--- src/rtl/tower_sbox.sv ---
module tower_sbox (
  input  logic [7:0] in_byte,
  output logic [7:0] out_byte
);

  // GF(2^2): x^2 = x + 1
  function automatic logic [1:0] g4_mul(input logic [1:0] p, input logic [1:0] q);
    g4_mul = {(p[1] & q[1]) ^ (p[1] & q[0]) ^ (p[0] & q[1]),
              (p[1] & q[1]) ^ (p[0] & q[0])};
  endfunction

  function automatic logic [1:0] g4_sq(input logic [1:0] p);
    g4_sq = {p[1], p[1] ^ p[0]};
  endfunction

  // GF(2^4) over GF(2^2): y^2 = y + PHI
  localparam logic [1:0] PHI = 2'b10;

  function automatic logic [3:0] g16_mul(input logic [3:0] u, input logic [3:0] v);
    logic [1:0] ac, ae, bc, be;
    ac = g4_mul(u[3:2], v[3:2]);
    ae = g4_mul(u[3:2], v[1:0]);
    bc = g4_mul(u[1:0], v[3:2]);
    be = g4_mul(u[1:0], v[1:0]);
    g16_mul = {ac ^ ae ^ bc, g4_mul(ac, PHI) ^ be};
  endfunction

  function automatic logic [3:0] g16_sq(input logic [3:0] u);
    g16_sq = g16_mul(u, u);
  endfunction

  function automatic logic [3:0] g16_inv(input logic [3:0] u);
    logic [1:0] a, b, dn, dinv;
    a    = u[3:2];
    b    = u[1:0];
    dn   = g4_mul(g4_sq(a), PHI) ^ g4_mul(a, b) ^ g4_sq(b);
    dinv = g4_sq(dn);
    g16_inv = {g4_mul(a, dinv), g4_mul(a ^ b, dinv)};
  endfunction

  // Smallest constant making z^2 + z + c irreducible over GF(2^4)
  function automatic logic [3:0] pick_lambda();
    logic [3:0] found;
    logic       ok;
    found = '0;
    for (int c = 1; c < 16; c++) begin
      ok = 1'b1;
      for (int t = 0; t < 16; t++)
        if ((g16_sq(4'(t)) ^ 4'(t)) == 4'(c)) ok = 1'b0;
      if (ok && found == '0) found = 4'(c);
    end
    pick_lambda = found;
  endfunction

  localparam logic [3:0] LAMBDA = pick_lambda();

  // GF(2^8) over GF(2^4): z^2 = z + LAMBDA
  function automatic logic [7:0] t8_mul(input logic [7:0] u, input logic [7:0] v);
    logic [3:0] hh, hl, lh, ll;
    hh = g16_mul(u[7:4], v[7:4]);
    hl = g16_mul(u[7:4], v[3:0]);
    lh = g16_mul(u[3:0], v[7:4]);
    ll = g16_mul(u[3:0], v[3:0]);
    t8_mul = {hh ^ hl ^ lh, g16_mul(hh, LAMBDA) ^ ll};
  endfunction

  // A tower element that is a root of x^8 + x^4 + x^3 + x + 1
  function automatic logic [7:0] find_root();
    logic [7:0] b, p2, p3, p4, p8, root;
    root = '0;
    for (int c = 1; c < 256; c++) begin
      b  = 8'(c);
      p2 = t8_mul(b, b);
      p3 = t8_mul(p2, b);
      p4 = t8_mul(p3, b);
      p8 = t8_mul(p4, p4);
      if ((p8 ^ p4 ^ p3 ^ b ^ 8'h01) == 8'h00 && root == 8'h00) root = b;
    end
    find_root = root;
  endfunction

  localparam logic [7:0] BETA = find_root();

  // Column i of a matrix sits in bits [8i+7:8i]
  function automatic logic [7:0] apply_cols(input logic [63:0] cols, input logic [7:0] v);
    logic [7:0] r;
    r = '0;
    for (int i = 0; i < 8; i++)
      if (v[i]) r = r ^ cols[8*i +: 8];
    apply_cols = r;
  endfunction

  function automatic logic [63:0] build_map_in();
    logic [63:0] cols;
    logic [7:0]  pw;
    cols = '0;
    pw   = 8'h01;
    for (int i = 0; i < 8; i++) begin
      cols[8*i +: 8] = pw;
      pw = t8_mul(pw, BETA);
    end
    build_map_in = cols;
  endfunction

  localparam logic [63:0] MAP_IN = build_map_in();

  function automatic logic [63:0] build_map_out();
    logic [63:0] cols;
    cols = '0;
    for (int j = 0; j < 8; j++)
      for (int c = 0; c < 256; c++)
        if (apply_cols(MAP_IN, 8'(c)) == (8'h01 << j)) cols[8*j +: 8] = 8'(c);
    build_map_out = cols;
  endfunction

  localparam logic [63:0] MAP_OUT = build_map_out();

  function automatic logic [7:0] affine(input logic [7:0] v);
    affine = v ^ {v[6:0], v[7]} ^ {v[5:0], v[7:6]} ^ {v[4:0], v[7:5]}
               ^ {v[3:0], v[7:4]} ^ 8'h63;
  endfunction

  logic [7:0] tw, tw_inv, poly_inv;
  logic [3:0] hi_n, lo_n, dlt, dlt_inv;

  assign tw       = apply_cols(MAP_IN, in_byte);
  assign hi_n     = tw[7:4];
  assign lo_n     = tw[3:0];
  assign dlt      = g16_mul(g16_sq(hi_n), LAMBDA) ^ g16_mul(hi_n, lo_n) ^ g16_sq(lo_n);
  assign dlt_inv  = g16_inv(dlt);
  assign tw_inv   = {g16_mul(hi_n, dlt_inv), g16_mul(hi_n ^ lo_n, dlt_inv)};
  assign poly_inv = apply_cols(MAP_OUT, tw_inv);
  assign out_byte = affine(poly_inv);

endmodule

--- config.mk ---
export PLATFORM = sky130hd
export DESIGN_NAME = tower_sbox
export DESIGN_NICKNAME = d
export VERILOG_FILES = /design/src/rtl/tower_sbox.sv
export SDC_FILE = /design/constraint.sdc
export NUM_CORES = 1
export LEC_CHECK = 0
export ABC_AREA = 1
export BUFFER_PORTS_ARGS = -buffer_cell sky130_fd_sc_hd__buf_2
export CELL_PAD_IN_SITES_DETAIL_PLACEMENT = 0
export CELL_PAD_IN_SITES_GLOBAL_PLACEMENT = 1
export CORE_ASPECT_RATIO = 1.75
export CORE_UTILIZATION = 42
export DETAILED_ROUTE_END_ITERATION = 10
export GPL_TIMING_DRIVEN = 1
export PLACE_DENSITY_LB_ADDON = 0.1
export SLEW_MARGIN = 20
export SYNTH_ARGS = -nofsm -noshare
export SYNTH_HDL_FRONTEND = slang
export SYNTH_SLANG_ARGS = --single-unit
--- constraint.sdc ---
create_clock -name vclk -period 5.55
set_input_delay 0.555 -clock vclk [all_inputs]
set_output_delay 0.555 -clock vclk [all_outputs]
set_load 0.01 [all_outputs]
==> key figures <==
Critical path
  – CP max FO: 7
  – Arrival time reported for the critical path endpoint: roughly 4700 ps
  – Worst Path Required: 4990 ps
  – Cell type group with the largest total delay on the critical path: simple AND/OR/NAND/NOR gates
  – Worst path bufs/invs: 11
  – Type of the setup path with the least slack: input pin to output port
  – Stage delay of the slowest cell on the critical path: 300 ps
  – Logic depth of the worst path, buffers included: 46
  – Cell at the slowest stage of the critical path: sky130_fd_sc_hd__nand4_4
  – Sort of element at the end of the critical path: output port
  – Startpoint kind of the worst setup timing path: input pin

Final layout
  – Sequential cell count: 0
  – Filler cell count in the final layout: approximately 600
  – Cell area after layout: 3290 um2
  – Clock buffer count: 0
  – Diode insertion count for antenna repair: 0
  – Area of the multi-input gates: 2580 um2
  – Share of layout cells above drive strength 1: 0.323
  – Area used by sequential logic in the layout: 0 um2
  – Area growth from synthesis to final layout: 34.1%
  – Net count, final: 569
  – Fin cells: 630

Placement
  – Dpl cell area: 2660 um2
  – DP Cell Count: 609
  – GP Congestion: 0.849
  – DPL Wire Length: 6130 um
  – Number of port buffers: 16

Logic synthesis
  – Synth Area in XOR/XNOR: 0.0806
  – Main combinational cell family by area after synthesis: simple AND/OR/NAND/NOR gates
  – Area fraction in compound gates after synthesis: 0.00867
  – Mapped Nets: between 500 and 600
  – Library cell with the largest summed area after synthesis: sky130_fd_sc_hd__nand2_1
  – Most frequently used cell type in the post-synthesis netlist: sky130_fd_sc_hd__nand2_1
  – Proportion of synthesized area in mux cells: 0
  – Adder-cell share of the synthesized area: 0.0255
  – Cell count after synthesis: 512
  – Area share of the leading cell type in the synthesized netlist: 0.373
  – Cell types with the highest counts after synthesis: sky130_fd_sc_hd__nand2_1 (244), sky130_fd_sc_hd__nand3_1 (90), sky130_fd_sc_hd__inv_1 (65)
  – Part of the Yosys area used for sequential elements: 0
  – Fraction of the mapped netlist area in simple logic gates: 0.752
  – Post-Syn Area per Cell: 4.79 um2
  – Dominant cells by area after synthesis: sky130_fd_sc_hd__nand2_1 (37%), sky130_fd_sc_hd__nand3_1 (18%), sky130_fd_sc_hd__inv_1 (9.9%), sky130_fd_sc_hd__nand2_2 (8.7%), sky130_fd_sc_hd__xor2_1 (3.9%)
  – Yosys warnings: 0
  – Synth cell types: 23
  – Synthesized cell area: 2450 um2

STA
  – Worst hold slack after final layout: 2120 ps
  – Final critical-path share of the clock period: 0.944
  – Max-slew violation total from the final report: 0
  – F_max: 191 MHz
  – Relative max-transition margin: 0.756
  – Hold violation total from the final report: 0
  – Transition at the pin with the smallest max-transition slack: 364 ps
  – Final setup fails: 0
  – Fin crit period: 5240 ps
  – Sum of negative setup slack: 0 ps

Floorplan
  – Total number of placement rows: 36
  – Std-Cell Core Area: 5590 um2
  – Die height: 103 um
  – I/O pin cnt: 16
  – Initial Utilization: 0.439
  – Chip Width: about 60 um
  – Full die area: 6160 um2

Min path
  – Type of the tightest min-delay check: input pin to output port
  – Hold Crit Depth: 10

GRT
  – Number of global-route vias before repair: 2801
  – Met1 GRT Util: 0.199
  – Most Crowded Layer GR: met2
  – Global-route track usage on met3: 0.0125
  – Wire length of the first global-routing pass: 11500 um
  – Initial antenna violation count: 0
  – Overall track demand over capacity in global routing: 0.239
  – Met2 capacity usage during global routing: 0.539
  – Pin count of the biggest net entering global routing: 15
  – Grt ovf: 0

Routing
  – DRC violation count after routing: 0
  – TritonRoute pass-1 iters: 4
  – Routed vias: roughly 3200
  – Initial DRC Count: 77
  – Average detailed-routed wire length per instance: 12.5 um
  – Count of nets left with antenna violations after detail routing: 0
  – Detail-routed via count per cell: 5.12
  – Final WL: 7900 um

Clocking
  – Hold_buf cts: 0

Job
  – MaxCap Viol Count: 0

Status
  – Outcome: complete, no violations
worst min-delay path, delay by kind of cell:
| kind | cells | cell delay (ps) |
|---|---|---|
| and+or+nand+nor | 6 | 580 |
| buffers and inverters | 3 | 360 |
| xor gates and xnor gates | 1 | 70 |
metal layers:
layer  wire length, um  part of all wire
met1              2710              0.34
met2              4710              0.60
met3               144             0.018
met4               325             0.041
met5                 0                 0
per-stage QoR:
stage | setup slack (ps) | util
5_1_grt | -80.2 | 0.589
6_report | 312 | 0.589
2_1_floorplan | 624 | -
3_5_place_dp | 61.0 | 0.476
3_3_place_gp | 147 | 0.476
4_1_cts | 58.7 | 0.476
path summary, 6_finish.rpt:
kind / startpoint / slack [ps] / end
setup / recovery: in_byte[7] / 310 / out_byte[2]
hold / removal: in_byte[6] / 2120 / out_byte[6]
cells in the final DEF (no fill, tap or decap), types with 2 or more instances in the layout:
cell | synthesis | layout
sky130_fd_sc_hd__buf_2 | 0 | 12
sky130_fd_sc_hd__buf_4 | 2 | 29
sky130_fd_sc_hd__buf_6 | 2 | 3
sky130_fd_sc_hd__ha_1 | 5 | 2
sky130_fd_sc_hd__ha_4 | 0 | 2
sky130_fd_sc_hd__inv_1 | 65 | 59
sky130_fd_sc_hd__inv_2 | 9 | 10
sky130_fd_sc_hd__inv_4 | 1 | 5
sky130_fd_sc_hd__nand2_1 | 244 | 208
sky130_fd_sc_hd__nand2_2 | 34 | 52
sky130_fd_sc_hd__nand2_4 | 4 | 20
sky130_fd_sc_hd__nand2_8 | 0 | 4
sky130_fd_sc_hd__nand3_1 | 90 | 74
sky130_fd_sc_hd__nand3_2 | 6 | 16
sky130_fd_sc_hd__nand3_4 | 0 | 6
sky130_fd_sc_hd__nand3b_1 | 2 | 2
sky130_fd_sc_hd__nand4_1 | 9 | 9
sky130_fd_sc_hd__nand4_4 | 0 | 2
sky130_fd_sc_hd__nor2_1 | 11 | 6
sky130_fd_sc_hd__nor2_2 | 0 | 3
sky130_fd_sc_hd__nor2_4 | 2 | 4
sky130_fd_sc_hd__o21ai_2 | 1 | 2
sky130_fd_sc_hd__xnor2_1 | 6 | 6
sky130_fd_sc_hd__xor2_1 | 11 | 9
sky130_fd_sc_hd__xor2_2 | 3 | 5
logic make-up after synthesis:
group	after synthesis
buffers and inverters	80
XOR/XNOR	20
adder cells (fa/ha/maj)	5
AO/OA/AOI/OAI	3
AND/OR/NAND/NOR	404
final cells by class:
| cell class | count | share of cell area |
|---|---|---|
| repair buffers | 44 | 0.0947 |
| inverters | 76 | 0.0924 |
| well taps | 76 | 0.0289 |
| multi-input cells | 434 | 0.784 |
what timing repair did:
action	4_1_cts	5_1_grt
setup endpoints to repair	0	8
gates resized for setup	0	122
setup buffers	0	19
Power is not shown: default switching activity piles up to over one toggle a cycle in this logic, so the estimate is an artifact.
